==> config.mk <==
export PLATFORM = sky130hd
export DESIGN_NAME = rail_ov_uv_monitor
export DESIGN_NICKNAME = d
export VERILOG_FILES = /design/src/rtl/rmon_pkg.sv /design/src/rtl/rmon_thresh.sv /design/src/rtl/rmon_qual.sv /design/src/rtl/rmon_ctrl.sv /design/src/rtl/rail_ov_uv_monitor.sv
export SDC_FILE = /design/constraint.sdc
export NUM_CORES = 1
export LEC_CHECK = 0
export BUFFER_PORTS_ARGS = -buffer_cell sky130_fd_sc_hd__buf_2
export CORE_ASPECT_RATIO = 0.6
export CORE_MARGIN = 2
export CORE_UTILIZATION = 58
export CTS_CLUSTER_SIZE = 14
export DETAILED_ROUTE_END_ITERATION = 8
export GPL_TIMING_DRIVEN = 0
export PLACE_DENSITY = 0.77
export SYNTH_ARGS = -nofsm -noshare
export SYNTH_HDL_FRONTEND = slang
export SYNTH_SLANG_ARGS = --single-unit
==> constraint.sdc <==
create_clock -name clk -period 7.02 [get_ports clk]
set_clock_uncertainty 0.15 [all_clocks]
set_input_delay 0.702 -clock clk [delete_from_list [all_inputs] [get_ports clk]]
set_output_delay 0.702 -clock clk [all_outputs]
set_load 0.01 [all_outputs]
==> src/rtl/rmon_pkg.sv <==
package rmon_pkg;

    typedef enum logic [1:0] {
        MON_RUN     = 2'd0,
        MON_HOLDOFF = 2'd1,
        MON_LOCKED  = 2'd2
    } mon_state_t;

    typedef struct packed {
        logic ov_sd;
        logic uv_sd;
        logic ov_wn;
        logic uv_wn;
    } rail_cmp_t;

endpackage

==> src/rtl/rmon_thresh.sv <==
module rmon_thresh #(
    parameter int CODE_W = 10
) (
    input  logic [CODE_W-1:0]  nom,
    input  logic [CODE_W-1:0]  smp,
    output rmon_pkg::rail_cmp_t cmp
);
    localparam int EW = CODE_W + 1;

    logic [EW-1:0] n_ext;
    logic [EW-1:0] s_ext;
    logic [EW-1:0] d_sd;
    logic [EW-1:0] d_wn;
    logic [EW-1:0] hi_sd;
    logic [EW-1:0] hi_wn;
    logic [EW-1:0] lo_sd;
    logic [EW-1:0] lo_wn;

    assign n_ext = {1'b0, nom};
    assign s_ext = {1'b0, smp};

    // Tenth of nominal, approximated by four shifted terms (~9.96 %).
    assign d_sd  = (n_ext >> 4) + (n_ext >> 5) + (n_ext >> 8) + (n_ext >> 9);
    assign d_wn  = d_sd >> 1;

    assign hi_sd = n_ext + d_sd;
    assign hi_wn = n_ext + d_wn;
    assign lo_sd = n_ext - d_sd;
    assign lo_wn = n_ext - d_wn;

    always_comb begin
        cmp.ov_sd = (s_ext >= hi_sd);
        cmp.ov_wn = (s_ext >= hi_wn);
        cmp.uv_sd = (s_ext <= lo_sd);
        cmp.uv_wn = (s_ext <= lo_wn);
    end
endmodule

==> src/rtl/rmon_qual.sv <==
module rmon_qual #(
    parameter int QUAL = 3
) (
    input  logic clk,
    input  logic rst_n,
    input  logic en,
    input  logic stb,
    input  logic viol,
    output logic fire
);
    localparam int CW = (QUAL < 2) ? 1 : $clog2(QUAL + 1);
    localparam logic [CW-1:0] LAST = CW'(QUAL - 1);

    logic [CW-1:0] cnt_q;

    assign fire = en && stb && viol && (cnt_q == LAST);

    always_ff @(posedge clk) begin
        if (!rst_n) begin
            cnt_q <= '0;
        end else if (!en) begin
            cnt_q <= '0;
        end else if (stb) begin
            if (!viol || fire) begin
                cnt_q <= '0;
            end else begin
                cnt_q <= cnt_q + CW'(1);
            end
        end
    end
endmodule

==> src/rtl/rmon_ctrl.sv <==
module rmon_ctrl
    import rmon_pkg::*;
#(
    parameter int N_RAILS     = 4,
    parameter int RESTART_CYC = 1000,
    parameter int MAX_RETRY   = 3
) (
    input  logic               clk,
    input  logic               rst_n,
    input  logic [N_RAILS-1:0] ov_fire,
    input  logic [N_RAILS-1:0] uv_fire,
    input  logic               fault_clear,
    output logic               mon_en,
    output logic [N_RAILS-1:0] ov_trip,
    output logic [N_RAILS-1:0] uv_trip,
    output logic               shutdown_req,
    output logic               fault_locked,
    output logic               bus_off_req
);
    localparam int TW = $clog2(RESTART_CYC + 1);
    localparam int RW = $clog2(MAX_RETRY + 2);

    mon_state_t        state_q;
    mon_state_t        state_d;
    logic [TW-1:0]     tmr_q;
    logic [RW-1:0]     retry_q;
    logic [N_RAILS-1:0] ov_trip_q;
    logic [N_RAILS-1:0] uv_trip_q;
    logic              bus_off_q;
    logic              any_fire;
    logic              budget_left;
    logic              holdoff_done;
    logic              entering_run;

    assign any_fire     = (|ov_fire) || (|uv_fire);
    assign budget_left  = (retry_q < RW'(MAX_RETRY));
    assign holdoff_done = (tmr_q == TW'(RESTART_CYC - 1));
    assign entering_run = (state_d == MON_RUN) && (state_q != MON_RUN);

    always_comb begin
        state_d = state_q;
        unique case (state_q)
            MON_RUN: begin
                if (any_fire) begin
                    state_d = budget_left ? MON_HOLDOFF : MON_LOCKED;
                end
            end
            MON_HOLDOFF: begin
                if (holdoff_done) begin
                    state_d = MON_RUN;
                end
            end
            MON_LOCKED: begin
                if (fault_clear) begin
                    state_d = MON_RUN;
                end
            end
            default: state_d = MON_RUN;
        endcase
    end

    always_ff @(posedge clk) begin
        if (!rst_n) begin
            state_q <= MON_RUN;
        end else begin
            state_q <= state_d;
        end
    end

    always_ff @(posedge clk) begin
        if (!rst_n || state_q != MON_HOLDOFF) begin
            tmr_q <= '0;
        end else begin
            tmr_q <= tmr_q + TW'(1);
        end
    end

    always_ff @(posedge clk) begin
        if (!rst_n) begin
            retry_q <= '0;
        end else if (state_q == MON_RUN && any_fire && budget_left) begin
            retry_q <= retry_q + RW'(1);
        end else if (state_q == MON_LOCKED && fault_clear) begin
            retry_q <= '0;
        end
    end

    always_ff @(posedge clk) begin
        if (!rst_n || entering_run) begin
            ov_trip_q <= '0;
            uv_trip_q <= '0;
        end else if (state_q == MON_RUN) begin
            ov_trip_q <= ov_trip_q | ov_fire;
            uv_trip_q <= uv_trip_q | uv_fire;
        end
    end

    always_ff @(posedge clk) begin
        if (!rst_n) begin
            bus_off_q <= 1'b0;
        end else if (state_q == MON_RUN && any_fire && !budget_left) begin
            bus_off_q <= |ov_fire;
        end else if (state_q == MON_LOCKED && fault_clear) begin
            bus_off_q <= 1'b0;
        end
    end

    always_comb begin
        mon_en       = 1'b0;
        shutdown_req = 1'b0;
        fault_locked = 1'b0;
        unique case (state_q)
            MON_RUN:     mon_en = 1'b1;
            MON_HOLDOFF: shutdown_req = 1'b1;
            MON_LOCKED: begin
                shutdown_req = 1'b1;
                fault_locked = 1'b1;
            end
            default: mon_en = 1'b0;
        endcase
    end

    assign ov_trip     = ov_trip_q;
    assign uv_trip     = uv_trip_q;
    assign bus_off_req = bus_off_q;
endmodule

==> src/rtl/rail_ov_uv_monitor.sv <==
module rail_ov_uv_monitor #(
    parameter int N_RAILS     = 4,
    parameter int CODE_W      = 10,
    parameter int OV_QUAL     = 3,
    parameter int UV_QUAL     = 40,
    parameter int RESTART_CYC = 1000,
    parameter int MAX_RETRY   = 3
) (
    input  logic                        clk,
    input  logic                        rst_n,
    input  logic                        smp_valid,
    input  logic [N_RAILS*CODE_W-1:0]   smp_code,
    input  logic [N_RAILS*CODE_W-1:0]   nom_code,
    input  logic                        fault_clear,
    output logic [N_RAILS-1:0]          ov_warn,
    output logic [N_RAILS-1:0]          uv_warn,
    output logic [N_RAILS-1:0]          ov_trip,
    output logic [N_RAILS-1:0]          uv_trip,
    output logic                        shutdown_req,
    output logic                        fault_locked,
    output logic                        bus_off_req
);
    logic               mon_en;
    logic [N_RAILS-1:0] ov_fire;
    logic [N_RAILS-1:0] uv_fire;

    for (genvar g = 0; g < N_RAILS; g++) begin : g_rail
        rmon_pkg::rail_cmp_t cmp;
        logic ow_q;
        logic uw_q;

        rmon_thresh #(.CODE_W(CODE_W)) u_thr (
            .nom (nom_code[g*CODE_W +: CODE_W]),
            .smp (smp_code[g*CODE_W +: CODE_W]),
            .cmp (cmp)
        );

        rmon_qual #(.QUAL(OV_QUAL)) u_ovq (
            .clk   (clk),
            .rst_n (rst_n),
            .en    (mon_en),
            .stb   (smp_valid),
            .viol  (cmp.ov_sd),
            .fire  (ov_fire[g])
        );

        rmon_qual #(.QUAL(UV_QUAL)) u_uvq (
            .clk   (clk),
            .rst_n (rst_n),
            .en    (mon_en),
            .stb   (smp_valid),
            .viol  (cmp.uv_sd),
            .fire  (uv_fire[g])
        );

        always_ff @(posedge clk) begin
            if (!rst_n) begin
                ow_q <= 1'b0;
                uw_q <= 1'b0;
            end else if (smp_valid) begin
                ow_q <= cmp.ov_wn;
                uw_q <= cmp.uv_wn;
            end
        end

        assign ov_warn[g] = ow_q;
        assign uv_warn[g] = uw_q;
    end

    rmon_ctrl #(
        .N_RAILS     (N_RAILS),
        .RESTART_CYC (RESTART_CYC),
        .MAX_RETRY   (MAX_RETRY)
    ) u_ctrl (
        .clk          (clk),
        .rst_n        (rst_n),
        .ov_fire      (ov_fire),
        .uv_fire      (uv_fire),
        .fault_clear  (fault_clear),
        .mon_en       (mon_en),
        .ov_trip      (ov_trip),
        .uv_trip      (uv_trip),
        .shutdown_req (shutdown_req),
        .fault_locked (fault_locked),
        .bus_off_req  (bus_off_req)
    );
endmodule

### Word level (Yosys, flattened, before mapping)

Cells that the tools add are included.

* muxes and demuxes: 20
* eq/ne operators: 12
* bitwise gates (word level): 2
* add/sub/neg operators: 38
* reduce and logical (&&, ||, !) cells: 52
* magnitude comparators: 17

Operator list (count)
* $ge A10 B11 Y1: 8
* $le A10 B11 Y1: 8
* $add A10 B10 Y11: 4
* $add A10 B11 Y11: 4
* $add A11 B1 Y11: 4
* $add A11 B2 Y11: 4
* $sub A10 B10 Y11: 4
* $sub A10 B11 Y11: 4
* $add A6 B5 Y7: 4
* $add A6 B1 Y6 const B: 4
* $eq A6 B6 Y1 const B: 4
* $mux W6: 4
* $logic_and A1 B1 Y1: 22
* $mux W2: 8
* $logic_or A1 B1 Y1: 11
* $add A10 B1 Y10 const B: 1
* $eq A10 B10 Y1 const B: 1
* $eq A2 B2 Y1 const B: 5
* $logic_not A1 Y1: 10
* $add A2 B1 Y2 const B: 4
* $or A4 B4 Y4: 2
* $reduce_or A4 Y1: 2
* $mux W3: 2
* $pmux W2 S3: 1
* 9 further kinds: 16

* flip-flop bits (word level): 64
* output and inout port bits: 19
* word-level logic and storage cells: 163

### Logic depth before layout (Yosys ltp)

* word-level depth: 14
* depth in mapped cells: 26
* depth with buffers taken out: 26

### Modules after synthesis

From an unflattened synthesis, not the netlist that was laid out.

* cell total of the unflattened synthesis: 1617
* area total of the unflattened synthesis: 13763.2 µm²

Modules (own cells, without submodules)
* rmon_thresh (g_rail[3].u_thr): cells each 324, instances 1, area an instance 2636.3 µm², seq. area each 0.0 µm²
* rmon_thresh (g_rail[1].u_thr): cells each 316, instances 1, area an instance 2623.8 µm², seq. area each 0.0 µm²
* rmon_thresh (g_rail[2].u_thr): cells each 324, instances 1, area an instance 2623.8 µm², seq. area each 0.0 µm²
* rmon_thresh (g_rail[0].u_thr): cells each 315, instances 1, area an instance 2618.8 µm², seq. area each 0.0 µm²
* rmon_qual (g_rail[0].u_uvq ...): cells each 34, instances 4, area an instance 332.8 µm², seq. area each 120.1 µm²
* rmon_ctrl: cells each 121, instances 1, area an instance 1107.3 µm², seq. area each 480.5 µm²
* rmon_qual (g_rail[0].u_ovq ...): cells each 12, instances 4, area an instance 115.1 µm², seq. area each 40.0 µm²
* rail_ov_uv_monitor: cells each 33, instances 1, area an instance 361.6 µm², seq. area each 160.2 µm²

### Worst setup path before layout

No wires, ideal clock.

* path type: input-to-reg
* start: in nom_code[14]
* end: reg u_ctrl.state_q[1]
* setup slack: 1205 ps
* path buffers: 0
* arrival: 5598 ps
* stages on the path: 21
* cell sequence: ha_1 -> inv_1 -> fa_1 -> fa_1 -> or3_1 -> nor3b_1 -> xnor2_1 -> ha_1 -> nor2b_1 -> a221oi_1 -> a31oi_1 -> xnor2_1 -> ha_1 -> o211ai_1 -> nor3_1 -> a221oi_1 -> a211oi_1 -> o41ai_4 -> nand4_4 -> mux2_4 -> a21oi_2

* word-level cells in the longest chain between the ends: 11

Ends and longest elaborated chain
* start, declared: line rail_ov_uv_monitor.sv:13 `input logic [N_RAILS*CODE_W-1:0] nom_code,`
* $add A6 B5 Y7: line rmon_thresh.sv:23 `assign d_sd = (n_ext >> 4) + (n_ext >> 5) + (n_ext >> 8) + (n_ext >> 9);`
* $add A11 B2 Y11: line rmon_thresh.sv:23
* $add A11 B1 Y11: line rmon_thresh.sv:23
* $add A10 B11 Y11 / $sub A10 B11 Y11 (equally long branches): line rmon_thresh.sv:26, rmon_thresh.sv:28
* $ge A10 B11 Y1 / $le A10 B11 Y1 (equally long branches): line rmon_thresh.sv:32, rmon_thresh.sv:34
* $logic_and A1 B1 Y1 (2 in series): line rmon_qual.sv:16 `assign fire = en && stb && viol && (cnt_q == LAST);`
* $reduce_or A4 Y1: line rmon_ctrl.sv:35 `assign any_fire = (|ov_fire) || (|uv_fire);`
* $logic_or A1 B1 Y1 *: line rmon_ctrl.sv:35
* $mux W2 *: line rmon_ctrl.sv:44 `if (any_fire) begin`
* $pmux W2 S3 *: line rmon_ctrl.sv:42 `unique case (state_q)`
* end signal, assigned: line rmon_ctrl.sv:66 `state_q <= state_d;`
* end, declared: line rmon_ctrl.sv:23 `mon_state_t state_q;`

Every way passes the cells marked *; elsewhere a longest branch is shown, timed or not.
A chain may end at the register's enable or synchronous reset.

### Final worst setup path

* start: in nom_code[35]
* end: reg u_ctrl.state_q[1]

The elaborated chain is that of the path after synthesis.

==> results.toml <==
[placement]
numPortBuffers = 101
dp_hpwl_mm = 29.4
placed_area_mm2 = 0.0142
finalWeightedCongestion = 0.967

[sta]
finalCriticalPeriod_ns = 6.58
tns_ns = 0
finalMaxSlewViolations = 0
tightest_slew_ns = 0.791
maxSlewHeadroom = 0.469
max_freq_mhz = 152
hold_slack_ns = 0.295
rsz0062_at_grt = "false"
finalCritPeriodShare = 0.937
finalHoldViolCount = 0
setup_viol = 0

[final_layout]
regArea_mm2 = 0.00128
fill_cells = 1934
final_common_cell = "ha_1"
layout-drive-gt1-share = 0.0879
multiInputGateArea_mm2 = 0.0112
layout_common_cells = "ha_1, inv_1, a21oi_1"
layout.nets = 2217
syn2layout_area_growth_pct = 9.09
diodes = 0
stdcell_area_mm2 = 0.0145

[worst_setup_path]
worstPathCellList = "buf_2 -> ha_1 -> inv_1 -> fa_1 -> fa_1 -> xor2_1 -> inv_1 -> ha_1 -> o311ai_0 -> and2_1 -> o21bai_1 -> a21oi_1 -> xnor2_1 -> ha_1 -> a2111oi_0 -> o211ai_1 -> a31oi_1 -> a21oi_2 -> nand4_4 -> mux2_4 -> a21oi_2"
crit_path_max_fanout = 9
crit_top_cell = "ha_1"
worstPathArrival_ns = 6.69
cp-start-kind = "input port"
endpoint_kind = "flip-flop"
r2r_slack_ns = 3.86
required_ns = 7.14
max_stage_delay_ns = 0.70
worstSetupPathType = "in -> reg"
slowest_stage = "a2111oi_0"

[yosys]
yosysSeqAreaShare = 0.0966
yosys.cell_types.count = 69
synth_area_mm2 = 0.0133
syn_nets = 2105
syn_area_per_cell_um2 = 8.06
ys_seq_elements = 64
synth-edff-count = 0
synth_async_sr_flop_share = 0
yosys_warnings = 0
syn_inst = 1647
synthFlopType = "dfxtp_1"

[floorplan]
ioPinCount = 103
die_h_um = 121
die_x_um = 199
initial_core_util = 0.597
die-area_mm2 = 0.0241
placementRows = 42
core-area_mm2 = 0.0222

[drt]
wirelength_mm = 34.8
drt_first_iter_violations = 926
remaining_drc_errors = 0
vias_per_cell = 5.77
drt-pass1-iter-count = 6
num_vias = 11957
routedWlPerCell_um = 16.8
ant_nets = 0

[status]
status = "completed"

[power_and_ir_drop]
irDropWorstVdd_uv = 143
power.leakage_nw = 7.03
cellPowerDensity_mw_per_mm2 = 245

[global_routing]
grt_pass1_vias = 11377
antenna_found_initial = 0
grt_max_degree = 14
grt_util_all_layers = 0.292
grt.overflow.total = 0
grt_pass1_wl_mm = 56.5

[clock_tree]
numCtsBuffers = 9
htreeDepth = 3
clock_latency_ns = 0.34
clockBufferDepth = 2
post_cts_buffers = 0
hold_buffers = 0
clkTransAtPathRegs_ns = 0.06
cts_sinks = 64
cts_tree = "built"
cts_resized = 0
root_buffer = "clkbuf_16"

[min_path]
hold_path_class = "reg -> reg"

[flow_run]
drv_cap = 0
-- final cells by class --
cell class,instances,share of cell area
clock buffer,9,0.0156
multi-input combinational,1374,0.772
buffer,18,0.00692
tap,308,0.0266
inverter,191,0.0498
clock inverter,7,0.00545
timing repair buffer,101,0.0349
sequential,64,0.0885
-- worst max-delay path, delay by kind of cell --
kind | cells | cell delay [ns]
AOI/OAI and AO/OA | 8 | 2.42
adders and majority gates | 5 | 1.71
buffers and inverters | 3 | 0.44
and+or+nand+nor | 2 | 0.45
xor gates and xnor gates | 2 | 0.63
muxes | 1 | 0.32
-- state kept, by name (all words and copies together), names as in the netlist --
signal / flops
g_rail.uw_q: 4
u_ctrl.uv_trip: 4
u_ctrl.retry_q: 3
g_rail.u_uvq.cnt_q: 24
u_ctrl.state_q: 2
u_ctrl.tmr_q: 10
u_ctrl.bus_off_req: 1
u_ctrl.ov_trip: 4
g_rail.u_ovq.cnt_q: 8
g_rail.ow_q: 4
-- final timing paths --
path,to,cells past startpoint,startpoint
worst max-delay path,u_ctrl.state_q[1],21,nom_code[35]
worst min-delay path,u_ctrl.uv_trip[0],2,u_ctrl.uv_trip[0]
worst max register to register,u_ctrl.state_q[1],11,u_ctrl.state_q[0]
worst min register to register,u_ctrl.uv_trip[0],2,u_ctrl.uv_trip[0]
-- routing by layer --
metal	GRT usage	part of all wire
met1	0.450	0.52
met2	0.436	0.40
met3	0.0325	0.060
met4	0.0518	0.014
met5	0	0
-- report_power, final --
| part | internal, mW | switching [mW] | leakage [nW] |
|---|---|---|---|
| Clock | 0.278 | 0.178 | 0.139 |
| Combinational | 1.15 | 1.54 | 6.37 |
| Sequential | 0.383 | 0.0159 | 0.519 |
-- per-stage QoR --
stage,utilization,power (mW),setup slack (ns),cells
after global routing,0.651,3.90,0.0414,2072
after floorplan,-,2.37,1.21,1647
final,0.651,3.54,0.442,2072
after global placement,0.637,2.92,0.237,2056
after CTS,0.651,3.51,0.390,2072
after detailed placement,0.637,3.03,0.0671,2056
-- logic make-up after synthesis --
group / count (synthesis) / share of synthesized area
buffers and inverters: 209 / 0.0616
AO/OA/AOI/OAI: 438 / 0.207
flip-flops: 64 / 0.0966
AND/OR/NAND/NOR: 376 / 0.143
adder cells (fa/ha/maj): 374 / 0.369
multiplexers: 1 / 0.00113
XOR/XNOR: 185 / 0.122
-- synth_stat cells (all sizes together) (2+ instances only) --
master	n	area share
nor4	9	0.0042
nor3	12	0.0045
a311oi	6	0.0062
inv	190	0.054
nand2	86	0.024
a22oi	5	0.0028
nor2	100	0.028
o21a	11	0.0062
a31oi	10	0.0047
nand3b	8	0.0045
a211oi	10	0.0057
o211a	2	0.0015
xnor2	134	0.088
nor2b	31	0.015
a2111o	2	0.0017
a21oi	174	0.066
nor3b	4	0.0023
nand4	27	0.014
o21bai	44	0.025
nand3	32	0.012
o211ai	12	0.0068
buf	11	0.0056
dfxtp	64	0.097
nand2b	28	0.014
a21o	46	0.026
fa	28	0.042
or3	4	0.0019
or2	15	0.0071
a221oi	9	0.0069
clkbuf	7	0.0020
xor2	51	0.034
ha	346	0.33
o21ai	85	0.032
and2b	3	0.0017
o31ai	9	0.0058
and3	5	0.0024
o22ai	4	0.0019
and2	3	0.0014
and4	3	0.0020
Note: power is estimated with default switching activity, not from simulation.
